### src/rtl/sad_pkg.sv
package sad_pkg;
    localparam int PIX_W       = 8;
    localparam int GROUP_LANES = 8;
    localparam int PIX_MAX     = (1 << PIX_W) - 1;

    typedef enum logic [0:0] {
        VS_IDLE  = 1'b0,
        VS_ACCUM = 1'b1
    } vstate_e;
endpackage

### src/rtl/sad_lane_absdiff.sv
module sad_lane_absdiff #(
    parameter int PIX_W = 8
) (
    input  logic [PIX_W-1:0] pix_a,
    input  logic [PIX_W-1:0] pix_b,
    output logic [PIX_W-1:0] diff
);
    logic [PIX_W-1:0] sat_ab;
    logic [PIX_W-1:0] sat_ba;

    // Two unsigned saturating subtractions; the larger one is |a-b|.
    always_comb begin
        sat_ab = (pix_a > pix_b) ? (pix_a - pix_b) : '0;
        sat_ba = (pix_b > pix_a) ? (pix_b - pix_a) : '0;
        diff   = (sat_ab > sat_ba) ? sat_ab : sat_ba;
    end
endmodule

### src/rtl/sad_group_adder.sv
module sad_group_adder #(
    parameter int N_LANES = 8,
    parameter int PIX_W   = 8,
    parameter int OUT_W   = 11
) (
    input  logic [N_LANES*PIX_W-1:0] diffs,
    input  logic [N_LANES-1:0]       lane_en,
    output logic [OUT_W-1:0]         partial
);
    always_comb begin
        partial = '0;
        for (int i = 0; i < N_LANES; i++) begin
            if (lane_en[i]) begin
                partial = partial + OUT_W'(diffs[i*PIX_W +: PIX_W]);
            end
        end
    end
endmodule

### src/rtl/sad_vert_ctrl.sv
module sad_vert_ctrl
    import sad_pkg::*;
(
    input  logic clk,
    input  logic rst_n,
    input  logic row_valid,
    input  logic row_first,
    input  logic row_last,
    output logic accept,
    output logic clear,
    output logic finish,
    output logic in_block
);
    vstate_e state_q;
    vstate_e state_d;

    // State register.
    always_ff @(posedge clk) begin
        if (!rst_n) begin
            state_q <= VS_IDLE;
        end else begin
            state_q <= state_d;
        end
    end

    // Transitions.
    always_comb begin
        state_d = state_q;
        unique case (state_q)
            VS_IDLE: begin
                // T_IDLE_START; T_IDLE_SINGLE keeps VS_IDLE
                if (row_valid && row_first && !row_last) begin
                    state_d = VS_ACCUM;
                end
            end
            VS_ACCUM: begin
                // T_ACCUM_END; T_ACCUM_ROW and T_ACCUM_RESTART keep VS_ACCUM
                if (row_valid && row_last) begin
                    state_d = VS_IDLE;
                end
            end
            default: state_d = VS_IDLE;
        endcase
    end

    // Outputs.
    always_comb begin
        accept   = 1'b0;
        clear    = 1'b0;
        in_block = 1'b0;
        unique case (state_q)
            VS_IDLE: begin
                accept = row_valid && row_first;
                clear  = row_valid && row_first;
            end
            VS_ACCUM: begin
                accept   = row_valid;
                clear    = row_valid && row_first;
                in_block = 1'b1;
            end
            default: ;
        endcase
        finish = accept && row_last;
    end
endmodule

### src/rtl/sad_fold_stage.sv
module sad_fold_stage #(
    parameter int N_IN = 2,
    parameter int W    = 16,
    localparam int N_OUT = N_IN / 2
) (
    input  logic              clk,
    input  logic              rst_n,
    input  logic              in_valid,
    input  logic [N_IN*W-1:0] in_vals,
    output logic              out_valid,
    output logic [N_OUT*W-1:0] out_vals
);
    always_ff @(posedge clk) begin
        if (!rst_n) begin
            out_valid <= 1'b0;
            out_vals  <= '0;
        end else begin
            out_valid <= in_valid;
            if (in_valid) begin
                for (int i = 0; i < N_OUT; i++) begin
                    out_vals[i*W +: W] <= in_vals[(2*i)*W +: W] + in_vals[(2*i+1)*W +: W];
                end
            end
        end
    end
endmodule

### src/rtl/sad_block_fold.sv
module sad_block_fold
    import sad_pkg::*;
#(
    parameter int LANES    = 16,
    parameter int MAX_ROWS = 16,
    localparam int SUM_W   = $clog2(PIX_MAX * LANES * MAX_ROWS + 1)
) (
    input  logic                   clk,
    input  logic                   rst_n,
    input  logic                   row_valid,
    input  logic                   row_first,
    input  logic                   row_last,
    input  logic [LANES-1:0]       row_mask,
    input  logic [LANES*PIX_W-1:0] src_row,
    input  logic [LANES*PIX_W-1:0] ref_row,
    output logic                   sad_valid,
    output logic [SUM_W-1:0]       sad_value
);
    localparam int NGRP        = LANES / GROUP_LANES;
    localparam int FOLD_STAGES = $clog2(NGRP);
    localparam int GSUM_W      = $clog2(PIX_MAX * GROUP_LANES + 1);

    logic accept, clear, finish, in_block;

    sad_vert_ctrl i_ctrl (
        .clk      (clk),
        .rst_n    (rst_n),
        .row_valid(row_valid),
        .row_first(row_first),
        .row_last (row_last),
        .accept   (accept),
        .clear    (clear),
        .finish   (finish),
        .in_block (in_block)
    );

    // Per-lane absolute differences.
    logic [LANES*PIX_W-1:0] lane_diff;
    for (genvar l = 0; l < LANES; l++) begin : g_lane
        sad_lane_absdiff #(.PIX_W(PIX_W)) i_absdiff (
            .pix_a(src_row[l*PIX_W +: PIX_W]),
            .pix_b(ref_row[l*PIX_W +: PIX_W]),
            .diff (lane_diff[l*PIX_W +: PIX_W])
        );
    end

    // Group partials and vertical accumulators.
    logic [NGRP*SUM_W-1:0] acc_next_flat;
    for (genvar g = 0; g < NGRP; g++) begin : g_grp
        logic [GSUM_W-1:0] partial;
        logic [SUM_W-1:0]  acc_q;
        logic [SUM_W-1:0]  acc_next;

        sad_group_adder #(
            .N_LANES(GROUP_LANES),
            .PIX_W  (PIX_W),
            .OUT_W  (GSUM_W)
        ) i_gadd (
            .diffs  (lane_diff[g*GROUP_LANES*PIX_W +: GROUP_LANES*PIX_W]),
            .lane_en(row_mask[g*GROUP_LANES +: GROUP_LANES]),
            .partial(partial)
        );

        assign acc_next = (clear ? '0 : acc_q) + SUM_W'(partial);
        assign acc_next_flat[g*SUM_W +: SUM_W] = acc_next;

        always_ff @(posedge clk) begin
            if (!rst_n) begin
                acc_q <= '0;
            end else if (accept) begin
                acc_q <= acc_next;
            end
        end
    end

    // Pipelined pairwise fold: stage k holds NGRP>>k values.
    logic [NGRP*SUM_W-1:0] fold_bus   [FOLD_STAGES+1];
    logic                  fold_valid [FOLD_STAGES+1];

    assign fold_bus[0]   = acc_next_flat;
    assign fold_valid[0] = finish;

    for (genvar k = 1; k <= FOLD_STAGES; k++) begin : g_fold
        localparam int N_IN  = NGRP >> (k - 1);
        localparam int N_OUT = NGRP >> k;
        logic [N_OUT*SUM_W-1:0] stage_out;

        sad_fold_stage #(.N_IN(N_IN), .W(SUM_W)) i_stage (
            .clk      (clk),
            .rst_n    (rst_n),
            .in_valid (fold_valid[k-1]),
            .in_vals  (fold_bus[k-1][N_IN*SUM_W-1:0]),
            .out_valid(fold_valid[k]),
            .out_vals (stage_out)
        );
        assign fold_bus[k] = {{((NGRP - N_OUT)*SUM_W){1'b0}}, stage_out};
    end

    assign sad_valid = fold_valid[FOLD_STAGES];
    assign sad_value = fold_bus[FOLD_STAGES][SUM_W-1:0];
endmodule

### config.mk
export PLATFORM = sky130hd
export DESIGN_NAME = sad_block_fold
export DESIGN_NICKNAME = d
export VERILOG_FILES = /design/src/rtl/sad_pkg.sv /design/src/rtl/sad_lane_absdiff.sv /design/src/rtl/sad_group_adder.sv /design/src/rtl/sad_vert_ctrl.sv /design/src/rtl/sad_fold_stage.sv /design/src/rtl/sad_block_fold.sv
export SDC_FILE = /design/constraint.sdc
export NUM_CORES = 1
export LEC_CHECK = 0
export ABC_AREA = 1
export BUFFER_PORTS_ARGS = -buffer_cell sky130_fd_sc_hd__buf_2
export CAP_MARGIN = 10
export CORE_MARGIN = 2
export CORE_UTILIZATION = 40
export CTS_CLUSTER_DIAMETER = 40
export CTS_CLUSTER_SIZE = 16
export DETAILED_ROUTE_END_ITERATION = 12
export HOLD_SLACK_MARGIN = 0.03
export PLACE_DENSITY_LB_ADDON = 0.05
export SYNTH_ARGS = -nofsm -noshare
export SYNTH_HDL_FRONTEND = slang
export SYNTH_SLANG_ARGS = --single-unit
### constraint.sdc
create_clock -name clk -period 15.3 [get_ports clk]
set_clock_uncertainty 0.15 [all_clocks]
set_input_delay 1.53 -clock clk [delete_from_list [all_inputs] [get_ports clk]]
set_output_delay 1.53 -clock clk [all_outputs]
set_load 0.01 [all_outputs]
==> impl_metrics.env <==
export IMPL_setup_violations=0
export IMPL_ant_nets=0
export IMPL_relSlewSlack=0.397
export IMPL_vias=26176
export IMPL_rsz0062_at_grt="false"
export IMPL_area_growth_pct=8.71
export IMPL_cts_clk_slew_worst_paths_ps=70
export IMPL_hold_path_class="reg -> reg"
export IMPL_ys_async_sr_fraction=0
export IMPL_r2r_start="g_grp[1].acc_q[0]"
export IMPL_slowest_delay_ps=460
export IMPL_clockRootBuffer="clkbuf_16"
export IMPL_hold_depth=2
export IMPL_switching_power_mw=2.78
export IMPL_final_max_slew_violation_count=0
export IMPL_crit_required_ps=15340
export IMPL_crit_arrival_ps=13610
export IMPL_syn_inst=4290
export IMPL_tritoncts="yes"
export IMPL_overflow=0
export IMPL_firstDrtPassIters=6
export IMPL_clock_sinks=50
export IMPL_powerDensity_nw_per_um2=165
export IMPL_path_common_cell="nand2_1"
export IMPL_switching_share=0.593
export IMPL_p_seq_frac=0.037
export IMPL_syn_area_um2=26000
export IMPL_layout_drive_gt1_share=0.104
export IMPL_end_kind="register"
export IMPL_gp_congestion=0.865
export IMPL_timing_final_hold_violations=0
export IMPL_syn_avg_cell_area_um2=6.07
export IMPL_core_um2=64300
export IMPL_regToRegEndpoint="g_fold[1].i_stage.out_vals[15]"
export IMPL_synth_cell_types=62
export IMPL_n_fill_cell=7124
export IMPL_avgRoutedWirePerCell_um=13.1
export IMPL_synth_flop_cell="dfxtp_1"
export IMPL_crit_fanout=9
export IMPL_grt_pass1_vias=25797
export IMPL_start_util=0.404
export IMPL_dpl_hpwl_um=62000
export IMPL_die_x_um=259
export IMPL_ctsResizeCount=0
export IMPL_pwr_share_clk=0.028
export IMPL_synth_edff_count=0
export IMPL_worstRegToRegCells=24
export IMPL_maxCapViolCount=0
export IMPL_start_kind="input pin"
export IMPL_die_h_um=259
export IMPL_post_cts_buffers=0
export IMPL_finalSetupTns_ps=0
export IMPL_antenna_found_initial=22
export IMPL_synth_seq_cells=50
export IMPL_final_nets=5347
export IMPL_drt_iter0_drc=1176
export IMPL_r2r_setup_slack_ps=11400
export IMPL_ir_drop_v=0.000143
export IMPL_synth_warnings=0
export IMPL_cts_buffers=5
export IMPL_portBuffers=293
export IMPL_die_area_um2=67100
export IMPL_grtUsageTotal=0.208
export IMPL_holdBufCountCts=0
export IMPL_p_leak_nw=15.9
export IMPL_crit_start="src_row[8]"
export IMPL_insertion_delay_ps=290
export IMPL_viasPerCell=4.89
export IMPL_h_tree_depth=2
export IMPL_grt_max_degree=36
export IMPL_fin_crit_sh=0.887
export IMPL_grt_pass1_wl_um=119000
export IMPL_drt_wl_total_um=70000
export IMPL_worst_path_max_delay_cell="a21oi_1"
export IMPL_cts_buffer_depth=2
export IMPL_p_int_mw=1.90
export IMPL_synth_fp_nets=5149
export IMPL_dpl_cell_area_um2=28100
export IMPL_pin_count=294
export IMPL_tightest_slew_ps=905
export IMPL_rows=93
export IMPL_min_period_ps=13570
export IMPL_final_area_um2=28300
export IMPL_clock_fmax_mhz=73.7
export IMPL_crit_end="g_fold[1].i_stage.out_vals[15]"
export IMPL_multiInputGateArea_um2=21700
export IMPL_register_area_um2=1000
export IMPL_status="completed"
export IMPL_pwr_share_comb=0.934
export IMPL_critPathKind="in -> reg"
export IMPL_ys_seq_area_frac=0.0385
export IMPL_drc_errors=0
logic make-up after synthesis:
logic type,Yosys count,share of synthesized area
AND/OR/NAND/NOR,1651,0.263
AO/OA/AOI/OAI,935,0.207
XOR/XNOR,200,0.0673
buffers and inverters,870,0.129
flip-flops,50,0.0385
multiplexers,2,0.000769
adder cells (fa/ha/maj),582,0.294
final cells by class:
type	instances	area share
diodes	8	0.000708
clock buffers	5	0.00442
clock inverters	3	0.00172
inverters	763	0.101
multi-input cells	3370	0.765
flip-flops and latches	50	0.0354
well taps	855	0.0378
repair buffers	298	0.0532
cell usage in the layout (no fill, tap or decap), drive strengths merged, types with 73 or more instances in the layout:
master / Yosys / final
buf: 37 / 298
nand2: 954 / 954
inv: 761 / 762
ha: 533 / 533
xor2: 127 / 127
o21ai: 398 / 398
a21oi: 376 / 376
nor2: 383 / 383
nand3: 182 / 182
xnor2: 73 / 73
synth_stat cells, types with 17 or more instances:
master,n,area [um2]
nand2_1,932,3500
inv_1,752,2820
ha_1,533,6670
nor2_1,377,1420
a21oi_1,372,1860
o21ai_0,318,1590
nand3_1,179,896
xor2_1,127,1110
xnor2_1,73,639
clkbuf_1,69,259
or2_2,57,357
dfxtp_1,50,1000
fa_1,49,981
o21ai_2,47,412
o211ai_1,46,345
o21ai_1,33,165
nand4_1,30,188
o21bai_1,21,158
nand2_2,20,125
nor3_1,17,85.1
routing by layer:
layer,part of all wire,track usage,wire [um]
met3,0.033,0.0173,2280
met2,0.48,0.382,33400
met1,0.48,0.266,33200
met4,0.014,0.0313,952
met5,0.0015,0,106
worst max-delay path, delay by kind of cell:
kind | cells | cell delay (ps)
adder cells (fa/ha/maj) | 13 | 4080
AO/OA/AOI/OAI | 20 | 3600
AND/OR/NAND/NOR | 26 | 2740
XOR/XNOR | 6 | 1040
buffers and inverters | 7 | 620
how the worst min path moves through the flow:
stage	startpoint	to	slack, ps
5_1_grt	g_grp[1].acc_q[0]	g_grp[1].acc_q[0]	350
6_report	g_grp[0].acc_q[1]	g_grp[0].acc_q[1]	320
2_1_floorplan	g_grp[0].acc_q[2]	g_grp[0].acc_q[2]	290
3_5_place_dp	g_grp[0].acc_q[0]	g_grp[0].acc_q[0]	310
4_1_cts	g_grp[0].acc_q[1]	g_grp[0].acc_q[1]	320
3_3_place_gp	g_grp[0].acc_q[0]	g_grp[0].acc_q[0]	300
power by group through the flow:
stage	clock [mW]	sequential (mW)	combinational, mW
4_1_cts	0.137	0.175	4.41
3_5_place_dp	0	0.178	4.39
5_1_grt	0.141	0.178	5.06
2_1_floorplan	0	0.178	3.44
6_report	0.133	0.174	4.37
3_3_place_gp	0	0.178	4.39
stage by stage:
step           total power, mW   util  worst slack, ps  std cells  hold slack [ps]
2_1_floorplan             3.61      -             2890       4290              286
3_3_place_gp              4.57  0.437             1390       5336              304
3_5_place_dp              4.57  0.437             1430       5336              308
4_1_cts                   4.72  0.439             1710       5344              321
5_1_grt                   5.38  0.439              268       5348              347
6_report                  4.68  0.440             1730       5352              323
state kept, by name, indices dropped and copies added, names as in the netlist:
name,count
g_grp.acc_q,32
g_fold.i_stage.out_valid,1
i_ctrl.state_q,1
g_fold.i_stage.out_vals,16
Power figures use the tool's default switching activity.
